### config.mk
export PLATFORM = sky130hd
export DESIGN_NAME = bkpt_attr_trigger
export DESIGN_NICKNAME = d
export VERILOG_FILES = /design/src/rtl/bkpt_pkg.sv /design/src/rtl/bkpt_ctrl.sv /design/src/rtl/bkpt_datapath.sv /design/src/rtl/bkpt_attr_trigger.sv
export SDC_FILE = /design/constraint.sdc
export NUM_CORES = 1
export LEC_CHECK = 0
export CORE_ASPECT_RATIO = 0.5
export CORE_MARGIN = 5
export CORE_UTILIZATION = 25
export CTS_BUF_LIST = sky130_fd_sc_hd__clkbuf_8
export CTS_CLUSTER_DIAMETER = 30
export DETAILED_ROUTE_END_ITERATION = 7
export GPL_TIMING_DRIVEN = 0
export PLACE_DENSITY_LB_ADDON = 0.2
export SKIP_CTS_REPAIR_TIMING = 1
export SYNTH_ARGS = -nofsm -noshare
export SYNTH_HDL_FRONTEND = slang
export SYNTH_SLANG_ARGS = --single-unit
export TNS_END_PERCENT = 100
### constraint.sdc
create_clock -name clk -period 2.2 [get_ports clk]
set_clock_uncertainty 0.1 [all_clocks]
set_input_delay 0.44 -clock clk [delete_from_list [all_inputs] [get_ports clk]]
set_output_delay 0.44 -clock clk [all_outputs]
set_load 0.02 [all_outputs]
### src/rtl/bkpt_pkg.sv
package bkpt_pkg;
  localparam int ATTR_W = 16;
  localparam int FIELD_W = ATTR_W / 2;
  localparam logic [ATTR_W-1:0] ATTR_RESET = 16'h0005;

  localparam logic [1:0] SEL_ATTR = 2'd0;
  localparam logic [1:0] SEL_ADDR = 2'd1;
  localparam logic [1:0] SEL_DATA = 2'd2;

  typedef struct packed {
    logic ldAttrAll;
    logic ldAttrLow;
    logic ldAddrCfg;
    logic ldAddrCmd;
    logic ldDataCfg;
    logic ldDataCmd;
    logic cmpEn;
  } strobeT;
endpackage

### src/rtl/bkpt_ctrl.sv
module bkpt_ctrl
  import bkpt_pkg::*;
(
  input  logic       clk,
  input  logic       rstN,
  input  logic       cfgWrEn,
  input  logic [1:0] cfgSel,
  input  logic       cmdValid,
  input  logic       cmdWrite,
  input  logic       bkptEnable,
  input  logic       dbgAccess,
  input  logic       busValid,
  output strobeT     stb
);
  logic cmdWr;

  always_comb begin
    cmdWr         = cmdValid && cmdWrite;
    stb.ldAttrLow = cmdValid;
    stb.ldAttrAll = cfgWrEn && (cfgSel == SEL_ATTR) && !cmdValid;
    stb.ldAddrCmd = cmdValid;
    stb.ldAddrCfg = cfgWrEn && (cfgSel == SEL_ADDR) && !cmdValid;
    stb.ldDataCmd = cmdWr;
    stb.ldDataCfg = cfgWrEn && (cfgSel == SEL_DATA) && !cmdWr;
    stb.cmpEn     = busValid && bkptEnable && !dbgAccess;
  end


  addr_load_excl_chk: assert property (@(posedge clk) disable iff (!rstN)
    $onehot0({stb.ldAddrCfg, stb.ldAddrCmd}));


  attr_load_excl_chk: assert property (@(posedge clk) disable iff (!rstN)
    $onehot0({stb.ldAttrAll, stb.ldAttrLow}));
endmodule

### src/rtl/bkpt_datapath.sv
module bkpt_datapath
  import bkpt_pkg::*;
#(
  parameter int ADDR_W = 32,
  parameter int DATA_W = 32
) (
  input  logic              clk,
  input  logic              rstN,
  input  strobeT            stb,
  input  logic              dataMode,
  input  logic [ATTR_W-1:0] cfgAttr,
  input  logic [ADDR_W-1:0] cfgAddr,
  input  logic [DATA_W-1:0] cfgData,
  input  logic [FIELD_W-1:0] cmdAttr,
  input  logic [ADDR_W-1:0] cmdAddr,
  input  logic [DATA_W-1:0] cmdData,
  input  logic [FIELD_W-1:0] busAttr,
  input  logic [ADDR_W-1:0] busAddr,
  input  logic [DATA_W-1:0] busData,
  output logic              trigQ
);
  logic [ATTR_W-1:0]  attrQ;
  logic [ADDR_W-1:0]  addrQ;
  logic [DATA_W-1:0]  dataQ;
  logic [FIELD_W-1:0] bitOk;
  logic attrHit, addrHit, dataHit, hit;

  always_ff @(posedge clk or negedge rstN) begin
    if (!rstN) begin
      attrQ <= ATTR_RESET;
    end else if (stb.ldAttrLow) begin
      attrQ[FIELD_W-1:0] <= cmdAttr;
    end else if (stb.ldAttrAll) begin
      attrQ <= cfgAttr;
    end
  end

  always_ff @(posedge clk or negedge rstN) begin
    if (!rstN) begin
      addrQ <= '0;
    end else if (stb.ldAddrCmd) begin
      addrQ <= cmdAddr;
    end else if (stb.ldAddrCfg) begin
      addrQ <= cfgAddr;
    end
  end

  always_ff @(posedge clk or negedge rstN) begin
    if (!rstN) begin
      dataQ <= '0;
    end else if (stb.ldDataCmd) begin
      dataQ <= cmdData;
    end else if (stb.ldDataCfg) begin
      dataQ <= cfgData;
    end
  end

  // each attribute bit i is masked by bit i+FIELD_W
  for (genvar i = 0; i < FIELD_W; i++) begin : g_attrBit
    assign bitOk[i] = attrQ[i+FIELD_W] || (attrQ[i] == busAttr[i]);
  end

  always_comb begin
    attrHit = &bitOk;
    addrHit = (busAddr == addrQ);
    dataHit = (busData == dataQ);
    hit     = stb.cmpEn && attrHit && addrHit && (!dataMode || dataHit);
  end

  always_ff @(posedge clk or negedge rstN) begin
    if (!rstN) trigQ <= 1'b0;
    else       trigQ <= hit;
  end


  trig_addr_chk: assert property (@(posedge clk) disable iff (!rstN)
    trigQ |-> $past(busAddr == addrQ));


  trig_data_chk: assert property (@(posedge clk) disable iff (!rstN)
    (trigQ && $past(dataMode)) |-> $past(busData == dataQ));


  cmd_addr_load_chk: assert property (@(posedge clk) disable iff (!rstN)
    stb.ldAddrCmd |=> (addrQ == $past(cmdAddr)));


  cmd_data_load_chk: assert property (@(posedge clk) disable iff (!rstN)
    stb.ldDataCmd |=> (dataQ == $past(cmdData)));


  cmd_mask_keep_chk: assert property (@(posedge clk) disable iff (!rstN)
    stb.ldAttrLow |=> $stable(attrQ[ATTR_W-1:FIELD_W]));
endmodule

### src/rtl/bkpt_attr_trigger.sv
module bkpt_attr_trigger
  import bkpt_pkg::*;
#(
  parameter int ADDR_W = 32,
  parameter int DATA_W = 32
) (
  input  logic              clk,
  input  logic              rstN,
  input  logic              cfgWrEn,
  input  logic [1:0]        cfgSel,
  input  logic [31:0]       cfgWrData,
  input  logic              cmdValid,
  input  logic              cmdWrite,
  input  logic [7:0]        cmdAttr,
  input  logic [ADDR_W-1:0] cmdAddr,
  input  logic [DATA_W-1:0] cmdData,
  input  logic              bkptEnable,
  input  logic              dataMode,
  input  logic              dbgAccess,
  input  logic              busValid,
  input  logic              busRead,
  input  logic [1:0]        busSize,
  input  logic [1:0]        busTt,
  input  logic [2:0]        busTm,
  input  logic [ADDR_W-1:0] busAddr,
  input  logic [DATA_W-1:0] busData,
  output logic              trigger
);
  strobeT stb;
  logic [FIELD_W-1:0] busAttr;

  assign busAttr = {busRead, busSize, busTt, busTm};

  bkpt_ctrl u_ctrl (
    .clk        (clk),
    .rstN       (rstN),
    .cfgWrEn    (cfgWrEn),
    .cfgSel     (cfgSel),
    .cmdValid   (cmdValid),
    .cmdWrite   (cmdWrite),
    .bkptEnable (bkptEnable),
    .dbgAccess  (dbgAccess),
    .busValid   (busValid),
    .stb        (stb)
  );

  bkpt_datapath #(.ADDR_W(ADDR_W), .DATA_W(DATA_W)) u_dp (
    .clk     (clk),
    .rstN    (rstN),
    .stb     (stb),
    .dataMode(dataMode),
    .cfgAttr (cfgWrData[ATTR_W-1:0]),
    .cfgAddr (cfgWrData[ADDR_W-1:0]),
    .cfgData (cfgWrData[DATA_W-1:0]),
    .cmdAttr (cmdAttr),
    .cmdAddr (cmdAddr),
    .cmdData (cmdData),
    .busAttr (busAttr),
    .busAddr (busAddr),
    .busData (busData),
    .trigQ   (trigger)
  );


  dbg_access_quiet_chk: assert property (@(posedge clk) disable iff (!rstN)
    dbgAccess |=> !trigger);


  disabled_quiet_chk: assert property (@(posedge clk) disable iff (!rstN)
    !bkptEnable |=> !trigger);


  idle_bus_quiet_chk: assert property (@(posedge clk) disable iff (!rstN)
    !busValid |=> !trigger);
endmodule

==> reports/qor.txt, run 1 <==
CTS Root Cell - clkbuf_8
Largest net degree at the start of global routing - 49
GPL Wtd Cong - 0.790
Tmin final - 2000 ps
Endpoints failing hold - 0
Nets - 823
Relative slew slack - 57.7%
Max FO, Critical Path - 1
Initial antenna violation count - 0
Leakage - 3.00 nW
First-pass GRT wire length - 25.4 mm
Pwr dens - 589 nW/um^2
DR pass1 iterations - 4
DRT Wirelength - 17.4 mm
Layout cell share with drive strength beyond 1 - 7.33%
Wire length per cell - 19.9 um
Max incr delay on CP - 580 ps
Synth Net Count - 624
DRT iter0 DRCs - 282
Most frequent cells in the layout - clkdlybuf4s50_1 (185), dfrtp_1 (79), mux2i_1 (72), nand2_1 (43)
Critical Path RT - 2370 ps
Final Cycle Share - 91.0%
# setup viols final - 0
Die Area - 20700 um^2
Aggregate global-route resource usage - 16.6%
# IOs - 188
Hold path startpoint - cmdValid
Crit-path cells - clkdlybuf4s50_1 -> xor2_1 -> nor4_1 -> o2111ai_1 -> a2111oi_2
Vias per cell - 4.41
Total number of vias - 3856
Crit end category - register
Synth-to-Final Area Change - 54.0%
Hold Path Stages - 2
Die height - 104 um
Setup slack, reg-to-reg - 220 ps
Netlist cell types - 24
WP data arrival - 2170 ps
Fillers - 1749
Sequential share of the synthesized area - 45.7%
# H-tree levels - 3
Critical path type - input port to register
Ant diodes - 0
Max frequency - 0.500 GHz
Max-cap violations - 0
Detail Route Antenna Nets - 0
Synthesized area per cell - 10.2 um^2
Synth Warn # - 0
CTS tree - built
Final Max Slew Viols - 0
CTS sink count - 81
Hold WC Path Type - input port to register
R2r endpoint - u_dp.trigQ$_DFF_PN0_
Setup TNS - 0 ps
CP max stage cell - nor4_1
DRC viols - 0
Critical path launch point type - input port
Core area - 17400 um^2
Syn Inst Count - 437
Final HPWL DP - 14.3 mm
Port Buffers - 186
Worst vdd ir - 339 uV
Total gr overflow - 0
#FFs+latches synth - 81
CTS clk-pin slew, worst paths - 100 ps
RSZ-0062 raised after global routing - no
DIE WIDTH - 199 um
Num CTS Buffers - 9
Tot Pwr - 4.03 mW
Std cell rows - 34
Worst-margin pin slew - 629 ps
Latest clock arrival within the worst-skew pair - 380 ps
Synthesized area - 4450 um^2
Starting Density - 25.6%
CP Buf/Inv Count - 1
R2r worst-path depth - 4
Vias in the first global route - 4275
CP top delay family - compound AO/OA/AOI/OAI gates
Hold endpoint - u_dp.addrQ[8]$_DFFE_PN0P_
Reg2Reg Launch Point - u_dp.addrQ[9]$_DFFE_PN0P_
Most common cell after layout, fill and taps aside - clkdlybuf4s50_1
Status - finished, final reports clean
CTS Buffer Depth - 2
[synthesized netlist by cell type (all sizes together)]
| master | instances | area (um^2) |
|---|---|---|
| o21ai | 40 | 200 |
| buf | 16 | 87.6 |
| nor4 | 10 | 62.6 |
| nor2 | 34 | 128 |
| xnor2 | 40 | 350 |
| xor2 | 32 | 280 |
| clkbuf | 7 | 26.3 |
| o2111ai | 1 | 8.76 |
| mux2 | 8 | 90.1 |
| dfstp | 2 | 52.6 |
| nand3b | 2 | 15.0 |
| a2111oi | 1 | 15.0 |
| nor3 | 2 | 10.0 |
| nand2 | 44 | 168 |
| dfrtp | 79 | 1980 |
| a21oi | 32 | 160 |
| nor2b | 1 | 6.26 |
| nand3 | 1 | 5.00 |
| mux2i | 72 | 721 |
| nor3b | 1 | 7.51 |
| nand4 | 9 | 56.3 |
| o22ai | 3 | 18.8 |
[sequential cells by signal, indices dropped and copies added (netlist names)]
name        count
u_dp.attrQ     16
u_dp.addrQ     32
u_dp.dataQ     32
u_dp.trigQ      1
[cell families (layout without fill, tap and decap cells)]
logic type | after synthesis | count (layout) | synth area share (%)
AO/OA/AOI/OAI | 77 | 77 | 9.06
flip-flops | 81 | 81 | 45.7
multiplexers | 80 | 80 | 18.2
XOR/XNOR | 72 | 72 | 14.2
AND/OR/NAND/NOR | 104 | 104 | 10.3
buffers and inverters | 23 | 227 | 2.56
[routing by layer]
metal,routed length (um),vias up,share of wire [%],global-route usage [%]
met5,0,-,0,0
met4,255,0,1.5,4.29
met3,756,19,4.3,3.56
met2,8540,73,49,27.8
met1,7850,1848,45,21.8
li1,-,1916,-,-
[report_power, final]
| part | internal [mW] | leakage, nW | switching, mW |
|---|---|---|---|
| Sequential | 1.69 | 0.945 | 0.149 |
| Clock | 0.525 | 0.101 | 0.616 |
| Combinational | 0.611 | 1.95 | 0.443 |
| Total | 2.82 | 3.00 | 1.21 |
[through the flow]
step	worst slack [ps]	cell area (um^2)	hold slack, ps	utilization [%]	std cells
after floorplan	612	4450	44.4	-	437
after global placement	-2700	6600	381	37.9	857
after detailed placement	-249	6630	343	38.1	858
after CTS	53.1	6820	-80.8	39.2	874
after global routing	61.0	6840	419	39.3	875
final	199	6840	388	39.3	875
[cell type report]
type,instances,area [um^2],area share (%)
plain buffers,23,114,1.66
clock buffers,9,124,1.81
clock inverters,7,72.6,1.06
multi-input cells,333,2310,33.8
flip-flops and latches,81,2030,29.7
well taps,234,293,4.28
repair buffers,188,1900,27.7
[how the worst max path moves through the flow]
stage / from / to / cells past startpoint
2_1_floorplan: u_dp.attrQ[0]$_DFFE_PN1P_ / u_dp.trigQ$_DFF_PN0_ / 5
3_3_place_gp: rstN / u_dp.addrQ[28]$_DFFE_PN0P_ / 1
3_5_place_dp: busAddr[26] / u_dp.trigQ$_DFF_PN0_ / 5
4_1_cts: u_dp.addrQ[9]$_DFFE_PN0P_ / u_dp.trigQ$_DFF_PN0_ / 4
5_1_grt: busAddr[22] / u_dp.trigQ$_DFF_PN0_ / 5
6_report: busAddr[22] / u_dp.trigQ$_DFF_PN0_ / 5
(Power assumes the default switching activity.)
==> run 2, diff against run 1 <==
--- a/config.mk
+++ b/config.mk
@@ -8,7 +8,7 @@
 export CORE_ASPECT_RATIO = 0.5
 export CORE_MARGIN = 5
 export CORE_UTILIZATION = 25
-export CTS_BUF_LIST = sky130_fd_sc_hd__clkbuf_8
+export CTS_BUF_LIST = sky130_fd_sc_hd__clkbuf_4 sky130_fd_sc_hd__clkbuf_8
 export CTS_CLUSTER_DIAMETER = 30
 export DETAILED_ROUTE_END_ITERATION = 7
 export GPL_TIMING_DRIVEN = 0
==> reports/qor.txt, run 2 (synthesis gave the netlist of run 1 again) <==
DIE WIDTH - 199 um
Total gr overflow - 0
Vias per cell - 4.42
Most frequent cells in the layout - clkdlybuf4s50_1 (185), dfrtp_1 (79), mux2i_1 (72), nand2_1 (43)
Final Max Slew Viols - 0
CTS sink count - 81
CTS Buffer Depth - 2
Latest clock arrival within the worst-skew pair - 380 ps
Final Cycle Share - 90.0%
Leakage - 2.99 nW
Total number of vias - 3870
Wire length on met1 - 7.77 mm
Tmin final - 1980 ps
Crit-path cells - clkdlybuf4s50_1 -> xor2_1 -> nor4_1 -> o2111ai_1 -> a2111oi_2
Max frequency - 0.505 GHz
Final HPWL DP - 14.3 mm
Die Area - 20700 um^2
# H-tree levels - 3
Pwr dens - 591 nW/um^2
CTS Root Cell - clkbuf_8
Max-cap violations - 0
Ant diodes - 0
Status - finished, final reports clean
Top Layer Used - met4
Aggregate global-route resource usage - 16.6%
Worst-margin pin slew - 598 ps
Worst vdd ir - 339 uV
Biggest regs - u_dp.addrQ x32, u_dp.dataQ x32, u_dp.attrQ x16
Port Buffers - 186
DR pass1 iterations - 4
Nets - 823
RSZ-0062 raised after global routing - no
Max incr delay on CP - 560 ps
Critical path launch point type - input port
Die height - 104 um
WL met2 - 8.59 mm
Min Hold Slack - 381 ps
DRT Wirelength - 17.4 mm
DRT iter0 DRCs - 262
Setup TNS - 0 ps
Endpoints failing hold - 0
Crit end category - register
# IOs - 188
WP data arrival - 2150 ps
Critical path type - input port to register
Starting Density - 25.6%
# setup viols final - 0
GPL Wtd Cong - 0.790
Met3 routed WL - 749 um
Std cell rows - 34
CTS tree - built
Largest net degree at the start of global routing - 49
CTS clk-pin slew, worst paths - 100 ps
Max FO, Critical Path - 1
CP max stage cell - nor4_1
Synth-to-Final Area Change - 54.0%
Hold WC Path Type - input port to register
Relative slew slack - 59.7%
Most common cell after layout, fill and taps aside - clkdlybuf4s50_1
Detail Route Antenna Nets - 0
Layout cell share with drive strength beyond 1 - 7.49%
Initial antenna violation count - 0
Num CTS Buffers - 9
DRC viols - 0
First-pass GRT wire length - 25.4 mm
Wire length per cell - 19.8 um
Core area - 17400 um^2
Vias in the first global route - 4278
Critical Path RT - 2370 ps
run 2: cell count changes in the layout (fill, tap and decap cells not counted), sizes merged:
cell | before | now
clkbuf | 16 | 17
inv | 1 | 0
run 2: critical path: cells and delay by family:
| family | cells | cell delay [ps] |
|---|---|---|
| xor+xnor | 1 | 140 |
| simple gates | 1 | 560 |
| buf+inv | 1 | 410 |
| compound gates | 2 | 590 |
run 2: area by class of cell:
| class | instances | area [um^2] |
|---|---|---|
| Fill cell | 1748 | 10600 |
| Multi-Input combinational cell | 333 | 2310 |
| Tap cell | 234 | 293 |
| Sequential cell | 81 | 2030 |
| Timing Repair Buffer | 188 | 1900 |
| Clock inverter | 6 | 68.8 |
| Buffer | 23 | 114 |
| Clock buffer | 10 | 131 |
run 2: path summary, 6_finish.rpt:
kind                                                 start                         end  slack, ps  cells past startpoint
worst max-delay path                           busAddr[22]        u_dp.trigQ$_DFF_PN0_        220                      5
worst min-delay path                              cmdValid   u_dp.addrQ[8]$_DFFE_PN0P_        380                      2
worst max register to register  u_dp.addrQ[22]$_DFFE_PN0P_        u_dp.trigQ$_DFF_PN0_        280                      4
worst min register to register   u_dp.attrQ[0]$_DFFE_PN1P_   u_dp.attrQ[0]$_DFFE_PN1P_        400                      2
max in group asynchronous                             rstN  u_dp.dataQ[30]$_DFFE_PN0P_        900                      3
min in group asynchronous                             rstN   u_dp.attrQ[6]$_DFFE_PN0P_        460                      2
run 2: power by group:
group	internal, mW	switching (mW)
Sequential	1.69	0.149
Combinational	0.611	0.443
Clock	0.542	0.614
Total	2.84	1.21
run 2: metal layers:
metal / vias up / GRT usage, %
met1: 1866 / 21.8
met3: 18 / 3.56
li1: 1914 / -
met2: 72 / 27.8
met4: 0 / 4.29
met5: - / 0
run 2: through the flow:
stage	setup WS (ps)	util, %	instance area, um^2	total power [mW]	cells
2_1_floorplan	612	-	4450	2.33	437
5_1_grt	61.0	39.4	6850	4.27	875
3_3_place_gp	-2700	37.9	6600	2.91	857
3_5_place_dp	-249	38.1	6630	2.93	858
4_1_cts	53.5	39.2	6830	4.10	874
6_report	220	39.4	6850	4.05	875
